[config.mk]
export PLATFORM = sky130hd
export DESIGN_NAME = cmd_slot_sched
export DESIGN_NICKNAME = d
export VERILOG_FILES = /design/src/rtl/cmd_sched_pkg.sv /design/src/rtl/slot_picker.sv /design/src/rtl/issue_reg.sv /design/src/rtl/port_flags.sv /design/src/rtl/dispatch_fsm.sv /design/src/rtl/cmd_slot_sched.sv
export SDC_FILE = /design/constraint.sdc
export NUM_CORES = 1
export LEC_CHECK = 0
export BUFFER_PORTS_ARGS = -buffer_cell sky130_fd_sc_hd__buf_2
export CAP_MARGIN = 20
export CELL_PAD_IN_SITES_DETAIL_PLACEMENT = 0
export CELL_PAD_IN_SITES_GLOBAL_PLACEMENT = 1
export CORE_MARGIN = 2
export CORE_UTILIZATION = 40
export CTS_BUF_LIST = sky130_fd_sc_hd__clkbuf_4
export DETAILED_ROUTE_END_ITERATION = 10
export PLACE_DENSITY = 0.84
export SETUP_SLACK_MARGIN = 0.05
export SYNTH_ARGS = -nofsm -noshare
export SYNTH_HDL_FRONTEND = slang
export SYNTH_SLANG_ARGS = --single-unit
[constraint.sdc]
create_clock -name clk -period 2.9 [get_ports clk]
set_input_delay 0.29 -clock clk [delete_from_list [all_inputs] [get_ports clk]]
set_output_delay 0.29 -clock clk [all_outputs]
set_load 0.05 [all_outputs]
[src/rtl/cmd_sched_pkg.sv]
package cmd_sched_pkg;
  typedef enum logic [1:0] {
    ST_SCAN  = 2'd0,
    ST_CHECK = 2'd1,
    ST_HOLD  = 2'd2
  } sched_st_e;

  // engine is free to take or to retire a command
  function automatic logic engine_free(input logic bsy, input logic drq);
    return !(bsy || drq);
  endfunction
endpackage

[src/rtl/slot_picker.sv]
module slot_picker #(
  parameter int NUM_SLOTS = 32,
  parameter int SLOT_W    = $clog2(NUM_SLOTS)
) (
  input  logic [NUM_SLOTS-1:0] vec,
  output logic                 any,
  output logic [SLOT_W-1:0]    idx
);
  // scan from the top so the lowest set bit is the last to write idx
  always_comb begin
    idx = '0;
    for (int i = NUM_SLOTS - 1; i >= 0; i--) begin
      if (vec[i]) idx = SLOT_W'(i);
    end
  end

  assign any = |vec;
endmodule

[src/rtl/issue_reg.sv]
module issue_reg #(
  parameter int NUM_SLOTS = 32,
  parameter int SLOT_W    = $clog2(NUM_SLOTS)
) (
  input  logic                 clk,
  input  logic                 rst_n,
  input  logic                 set_en,
  input  logic [NUM_SLOTS-1:0] set_val,
  input  logic                 clr_en,
  input  logic [SLOT_W-1:0]    clr_idx,
  output logic [NUM_SLOTS-1:0] q
);
  for (genvar g = 0; g < NUM_SLOTS; g++) begin : g_bit
    logic set_b, clr_b;
    assign set_b = set_en && set_val[g];
    assign clr_b = clr_en && (clr_idx == SLOT_W'(g));
    always_ff @(posedge clk or negedge rst_n) begin
      if (!rst_n)     q[g] <= 1'b0;
      else if (set_b) q[g] <= 1'b1;   // a new post wins over retirement
      else if (clr_b) q[g] <= 1'b0;
    end
  end
endmodule

[src/rtl/port_flags.sv]
module port_flags (
  input  logic clk,
  input  logic rst_n,
  input  logic wr,
  input  logic start_in,
  input  logic fisrx_in,
  output logic start_en,
  output logic fisrx_en,
  output logic list_run,
  output logic fis_run
);
  always_ff @(posedge clk or negedge rst_n) begin
    if (!rst_n) begin
      start_en <= 1'b0;
      fisrx_en <= 1'b0;
      list_run <= 1'b0;
      fis_run  <= 1'b0;
    end else if (wr) begin
      start_en <= start_in;
      fisrx_en <= fisrx_in;
      list_run <= start_in;
      fis_run  <= fisrx_in;
    end
  end
endmodule

[src/rtl/dispatch_fsm.sv]
module dispatch_fsm
  import cmd_sched_pkg::*;
#(
  parameter int SLOT_W = 5
) (
  input  logic              clk,
  input  logic              rst_n,
  input  logic              start_en,
  input  logic              any_issued,
  input  logic [SLOT_W-1:0] pick_idx,
  input  logic              eng_bsy,
  input  logic              eng_drq,
  output logic              disp_valid,
  output logic [SLOT_W-1:0] disp_slot,
  output logic              clr_en,
  output logic [SLOT_W-1:0] clr_idx,
  output logic              pend_valid,
  output logic [SLOT_W-1:0] pend_slot
);
  sched_st_e         st, st_n;
  logic [SLOT_W-1:0] cur_slot;
  logic              free;

  assign free       = engine_free(eng_bsy, eng_drq);
  assign disp_valid = (st == ST_SCAN) && start_en && any_issued && free;
  assign disp_slot  = pick_idx;
  assign clr_en     = ((st == ST_CHECK) || (st == ST_HOLD)) && free;
  assign clr_idx    = cur_slot;
  assign pend_valid = (st == ST_HOLD);
  assign pend_slot  = pend_valid ? cur_slot : '0;

  always_comb begin
    st_n = st;
    unique case (st)
      ST_SCAN:  if (disp_valid) st_n = ST_CHECK;
      ST_CHECK: st_n = free ? ST_SCAN : ST_HOLD;
      ST_HOLD:  if (free) st_n = ST_SCAN;
      default:  st_n = ST_SCAN;
    endcase
  end

  always_ff @(posedge clk or negedge rst_n) begin
    if (!rst_n) begin
      st       <= ST_SCAN;
      cur_slot <= '0;
    end else begin
      st <= st_n;
      if (disp_valid) cur_slot <= pick_idx;
    end
  end

  AST_ONE_DISPATCH: assert property (@(posedge clk) disable iff (!rst_n)
    disp_valid |=> !disp_valid);
  AST_PEND_RELEASE: assert property (@(posedge clk) disable iff (!rst_n)
    (pend_valid && !eng_bsy && !eng_drq) |=> !pend_valid);
endmodule

[src/rtl/cmd_slot_sched.sv]
module cmd_slot_sched #(
  parameter int NUM_SLOTS = 32,
  parameter int SLOT_W    = $clog2(NUM_SLOTS)
) (
  input  logic                 clk,
  input  logic                 rst_n,
  input  logic                 issue_wr,
  input  logic [NUM_SLOTS-1:0] issue_wdata,
  input  logic                 ctl_wr,
  input  logic                 ctl_start,
  input  logic                 ctl_fisrx,
  input  logic                 eng_bsy,
  input  logic                 eng_drq,
  output logic                 start_en,
  output logic                 fisrx_en,
  output logic                 list_run,
  output logic                 fis_run,
  output logic [NUM_SLOTS-1:0] issue_q,
  output logic                 disp_valid,
  output logic [SLOT_W-1:0]    disp_slot,
  output logic                 pend_valid,
  output logic [SLOT_W-1:0]    pend_slot
);
  logic              any_issued;
  logic [SLOT_W-1:0] pick_idx;
  logic              clr_en;
  logic [SLOT_W-1:0] clr_idx;

  port_flags u_flags (
    .clk(clk), .rst_n(rst_n), .wr(ctl_wr),
    .start_in(ctl_start), .fisrx_in(ctl_fisrx),
    .start_en(start_en), .fisrx_en(fisrx_en),
    .list_run(list_run), .fis_run(fis_run)
  );

  issue_reg #(.NUM_SLOTS(NUM_SLOTS), .SLOT_W(SLOT_W)) u_issue (
    .clk(clk), .rst_n(rst_n),
    .set_en(issue_wr), .set_val(issue_wdata),
    .clr_en(clr_en), .clr_idx(clr_idx), .q(issue_q)
  );

  slot_picker #(.NUM_SLOTS(NUM_SLOTS), .SLOT_W(SLOT_W)) u_pick (
    .vec(issue_q), .any(any_issued), .idx(pick_idx)
  );

  dispatch_fsm #(.SLOT_W(SLOT_W)) u_fsm (
    .clk(clk), .rst_n(rst_n), .start_en(start_en),
    .any_issued(any_issued), .pick_idx(pick_idx),
    .eng_bsy(eng_bsy), .eng_drq(eng_drq),
    .disp_valid(disp_valid), .disp_slot(disp_slot),
    .clr_en(clr_en), .clr_idx(clr_idx),
    .pend_valid(pend_valid), .pend_slot(pend_slot)
  );

  AST_OR_KEEP: assert property (@(posedge clk) disable iff (!rst_n)
    issue_wr |=> ((issue_q & $past(issue_wdata)) == $past(issue_wdata)));
  AST_FLAGS_HOLD: assert property (@(posedge clk) disable iff (!rst_n)
    !ctl_wr |=> $stable({start_en, fisrx_en, list_run, fis_run}));
  AST_DISP_GATED: assert property (@(posedge clk) disable iff (!rst_n)
    disp_valid |-> (start_en && !eng_bsy && !eng_drq && issue_q[disp_slot]));
  AST_PEND_KEEPS_BIT: assert property (@(posedge clk) disable iff (!rst_n)
    pend_valid |-> issue_q[pend_slot]);
  AST_NO_DISP_PENDING: assert property (@(posedge clk) disable iff (!rst_n)
    pend_valid |-> !disp_valid);
endmodule

# Word-level counts from Yosys, hierarchy flattened
# Cells that the tools add are included.
# word_totals
register_bits	41
output_inout_bits	48
# classes
eq_ne	35
muxes	101
reduce_logical	107
# op_table
operator	n
$mux 5	33
$eq 5x5->1 const B	16
$logic_and 1x1->1	68
$mux 1	64
$reduce_bool 2->1	32
$eq 5x4->1 const B	8
$reduce_or 32->1	1
$eq 5x3->1 const B	4
$eq 5x2->1 const B	2
$mux 2	3
$pmux 2 s3	1
$eq 5x1->1 const B	1
$logic_not 5->1	1
$ne 2x2->1 const B	2
$eq 2x1->1 const B	1
$eq 2x2->1 const B	1
$logic_not 2->1	1
$logic_or 1x1->1	2
$reduce_and 2->1	1
$logic_not 1->1	1

# Longest topological paths before layout
# depth
depth_word	32
depth_mapped	6
mapped_depth_nobuf	6

# Modules after synthesis
# A second synthesis with hierarchy kept.
# unflattened
hier_cells	253
area_unflattened_um2	2235.9
# by_module_without_submodules
mod	instances	cells_each	area_each_um2
issue_reg	1	144	1318.8
dispatch_fsm	1	38	444.2
slot_picker	1	65	385.4
port_flags	1	6	87.6

# Worst setup path before layout
# OpenSTA, ideal clock, no wires.
# synth_path
path_kind	register to output
from	reg u_issue.q[23]
to	out disp_slot[1]
arrival_time_ns	2.440
t_required_ns	2.610
path_slack_ns	0.170
path_stages_with_launch	6
path_buffers	0
cell_sequence	dfrtp_1 > nor2_1 > a211oi_1 > a2111oi_0 > o21a_1 > nor3_1
# synth_between
elab_chain_len	24
# synth_rtl
element	line_no	text
start: declaration	issue_reg.sv:11	output logic [NUM_SLOTS-1:0] q
start signal: indexed assignment	issue_reg.sv:18	if (!rst_n) q[g] <= 1'b0;
start signal: indexed assignment	issue_reg.sv:19	else if (set_b) q[g] <= 1'b1;
start signal: indexed assignment	issue_reg.sv:20	else if (clr_b) q[g] <= 1'b0;
$mux 5 (24 in series)	slot_picker.sv:13	if (vec[i]) idx = SLOT_W'(i);
end: declaration	cmd_slot_sched.sv:20	output logic [SLOT_W-1:0] disp_slot,
# Every way passes these cells.

# Worst setup path in the final report
# Ends and elaborated chain as after synthesis.

==> impl_metrics.csv <==
group,metric,value,unit
clock_network,clk_pin_slew,0.13,ns
synth,yosysUniqueCellTypes,42,
sta,fmax,399,MHz
layout,stdcell_area,0.00281,mm2
clock_network,cts_buffers,5,
setup_path,crit_fanout,6,
floorplanning,die_x,79.5,um
routing,firstDrtPassIters,4,
routing,ant_nets,0,
layout,layout_commonest_cell,"buf_2",
clock_network,ctsHoldBuffers,0,
global_routing,track_usage,0.212,
routing,drc_errors,0,
sta,finalCritPeriodShare,0.863,
floorplanning,core,0.00551,mm2
routing,drt-total-wl,6440,um
synth,synth_top_area_frac,0.450,
layout,nNetsFinal,358,
sta,timing.setup.tns,0,ns
global_routing,grt_pass1_wl,10400,um
power,ir_drop,0.000319,V
layout,area_delta_synth_final,23.4,%
clock_network,post_cts_resized,0,
setup_path,max_stage_delay,0.51,ns
placement,placed_cell_area,0.00276,mm2
layout,stdcell_count,387,
routing,drt-wirelength-per-cell,16.6,um
synth,ys_seq_area_frac,0.450,
clock_network,cts_setup_buffers,0,
synth,avgSynthCellArea,9.91,um2
sta,setup_violations,0,
sta,hold_violations,0,
clock_network,numClockSinks,41,
setup_path,critPathKind,"reg2out",
sta,rsz0062_at_grt,"false",
worst_hold_path,hold_path.class,"in2async",
global_routing,grt_max_degree,42,
clock_network,cts_buffer_depth,2,
global_routing,antenna_found_initial,0,
floorplanning,ios,88,
floorplanning,dieArea,0.00632,mm2
clock_network,htreeDepth,2,
synth,synth_area,0.00228,mm2
layout,drive_above_1_share,0.356,
sta,worst_pin_slew,0.927,ns
setup_path,start_kind,"register",
setup_path,path_buf_inv,1,
setup_path,cpMaxStageDelayCell,"a2111oi_0",
synth,ys_ff_latch,41,
synth,yosys_most_used_dff,"dfrtp_1",
routing,routed_via_density,5.42,
sta,timing.slew.headroom,0.382,
sta,min_period,2.50,ns
placement,place_inst,380,
run,maxCapViolCount,0,
floorplanning,start_util,0.414,
synth,synth_area_leaders,"dfrtp_1 45%, a22o_1 12%, nand2_1 5.4%",
layout,n_antenna_cell,0,
routing,num_vias,2098,
layout,fillers,576,
routing,drtIter0Drc,133,
sta,slew_violations,0,
setup_path,endpoint_kind,"primary output",
sta,clock-skew-final,0.0122,ns
clock_network,clockRootBuffer,"clkbuf_4",
layout,final_cell_mix,"87 x buf_2, 41 x dfrtp_1, 33 x nand2_1",
floorplanning,row_count,27,
placement,place_congestion,0.812,
clock_network,clk_latency,0.35,ns
placement,io_buffers,87,
setup_path,crit_chain,"nor2_1 > o311ai_0 > a2111oi_0 > o21a_1 > nor3_1 > buf_2",
setup_path,crit_arrival,2.21,ns
floorplanning,die_h,79.5,um
synth,synth-edff-count,0,
synth,synthArstFlopShare,1.00,
outcome,status,"finished, final reports clean",
placement,dp_hpwl,4730,um
synth,yosysWarnings,0,
setup_path,rrSetupSlack,0.86,ns
setup_path,critical_path.top_delay_family,"compound AO/OA/AOI/OAI gates",
global_routing,grt_pass1_vias,1989,
power,total_power,1.31,mW
synth,synth_nets,273,
clock_network,cts_tree,"yes",
setup_path,cp.required,2.61,ns
global_routing,grt-ovfl-total,0,
synth,yosysTopAreaCell,"dfrtp_1",
synth,synth_cells,230,
power,leakage,1.28,nW
power,p_per_area,465,mW/mm2
power breakdown:
| part | switching [mW] | internal, mW | total, mW |
|---|---|---|---|
| sequential | 0.0745 | 0.610 | 0.684 |
| clock | 0.186 | 0.0977 | 0.283 |
| combinational | 0.238 | 0.102 | 0.340 |
cell type report:
cell class,instances,area [um2],share of cell area
multi-input combinational,171,1170,0.418
sequential,41,1030,0.365
timing repair buffer,87,435,0.155
tap,72,90.1,0.0320
clock buffer,6,45.0,0.0160
inverter,9,36.3,0.0129
clock inverter,1,3.75,0.00134
worst register-to-register path: stages (launching register included):
cell and delay, ns:
dfrtp_1 0.41, inv_1 0.08, ha_1 0.30, nand3_1 0.13
nor3b_1 0.68, nand3_1 0.15, a22o_1 0.20
flip-flops by register name, summed over array words and instances, names as in the netlist:
| name | cells |
|---|---|
| u_flags.start_en | 1 |
| u_issue.q | 32 |
| u_fsm.st | 2 |
| u_flags.fisrx_en | 1 |
| u_fsm.clr_idx | 5 |
per-layer routing:
metal / track usage / share of wire / up-vias
met3: 0.0498 / 0.058 / 2
met5: 0 / 0 / -
li1: - / - / 1014
met2: 0.323 / 0.47 / 62
met1: 0.305 / 0.47 / 1020
met4: 0.0466 / 0.0043 / 0
stage by stage:
stage	hold slack, ns	util	setup WS (ns)
final	0.0556	0.511	0.396
after global routing	0.132	0.511	0.227
after CTS	0.0966	0.511	0.387
after detailed placement	0.487	0.502	0.787
after global placement	0.480	0.502	0.901
after floorplan	-0.00559	-	0.170
kinds of logic (layout without fill, tap and decap cells):
| kind of cell | count (synthesis) | after routing | synth area share |
|---|---|---|---|
| adders and majority gates | 3 | 3 | 0.0165 |
| buffers and inverters | 18 | 103 | 0.0340 |
| and+or+nand+nor | 105 | 105 | 0.275 |
| muxes | 3 | 3 | 0.0165 |
| AOI/OAI and AO/OA | 60 | 60 | 0.208 |
| DFF | 41 | 41 | 0.450 |
cell usage after synthesis, types with 2 or more instances:
cell type and number:
nand4_2 2, clkbuf_1 7, nor2b_1 9, nor3b_1 3
nor4_2 4, and2b_2 2, nor2_1 14, mux2_2 2
o21a_1 2, ha_1 3, dfrtp_1 41, o21ai_0 4
nand3_1 10, a22o_1 31, nor4_4 4, buf_4 2
inv_1 8, a211oi_1 2, nor3_1 10, a21oi_1 8
o31ai_1 4, nand2_1 33, and2_1 5, nor4_1 2
final timing paths:
kind / startpoint / to / cells past startpoint
worst min register to register: u_flags.fisrx_en$_DFFE_PN0P_ / u_flags.fisrx_en$_DFFE_PN0P_ / 1
max in group asynchronous: rst_n / u_issue.q[6]$_DFFE_PN0P_ / 1
worst max register to register: u_fsm.st[0]$_DFFE_PN0P_ / u_issue.q[29]$_DFFE_PN0P_ / 6
worst max-delay path: u_issue.q[23]$_DFFE_PN0P_ / disp_slot[1] / 6
min in group clk: issue_wdata[30] / u_issue.q[30]$_DFFE_PN0P_ / 2
worst min-delay path: rst_n / u_fsm.st[1]$_DFFE_PN0P_ / 1
Note: power is estimated with default switching activity, not from simulation.
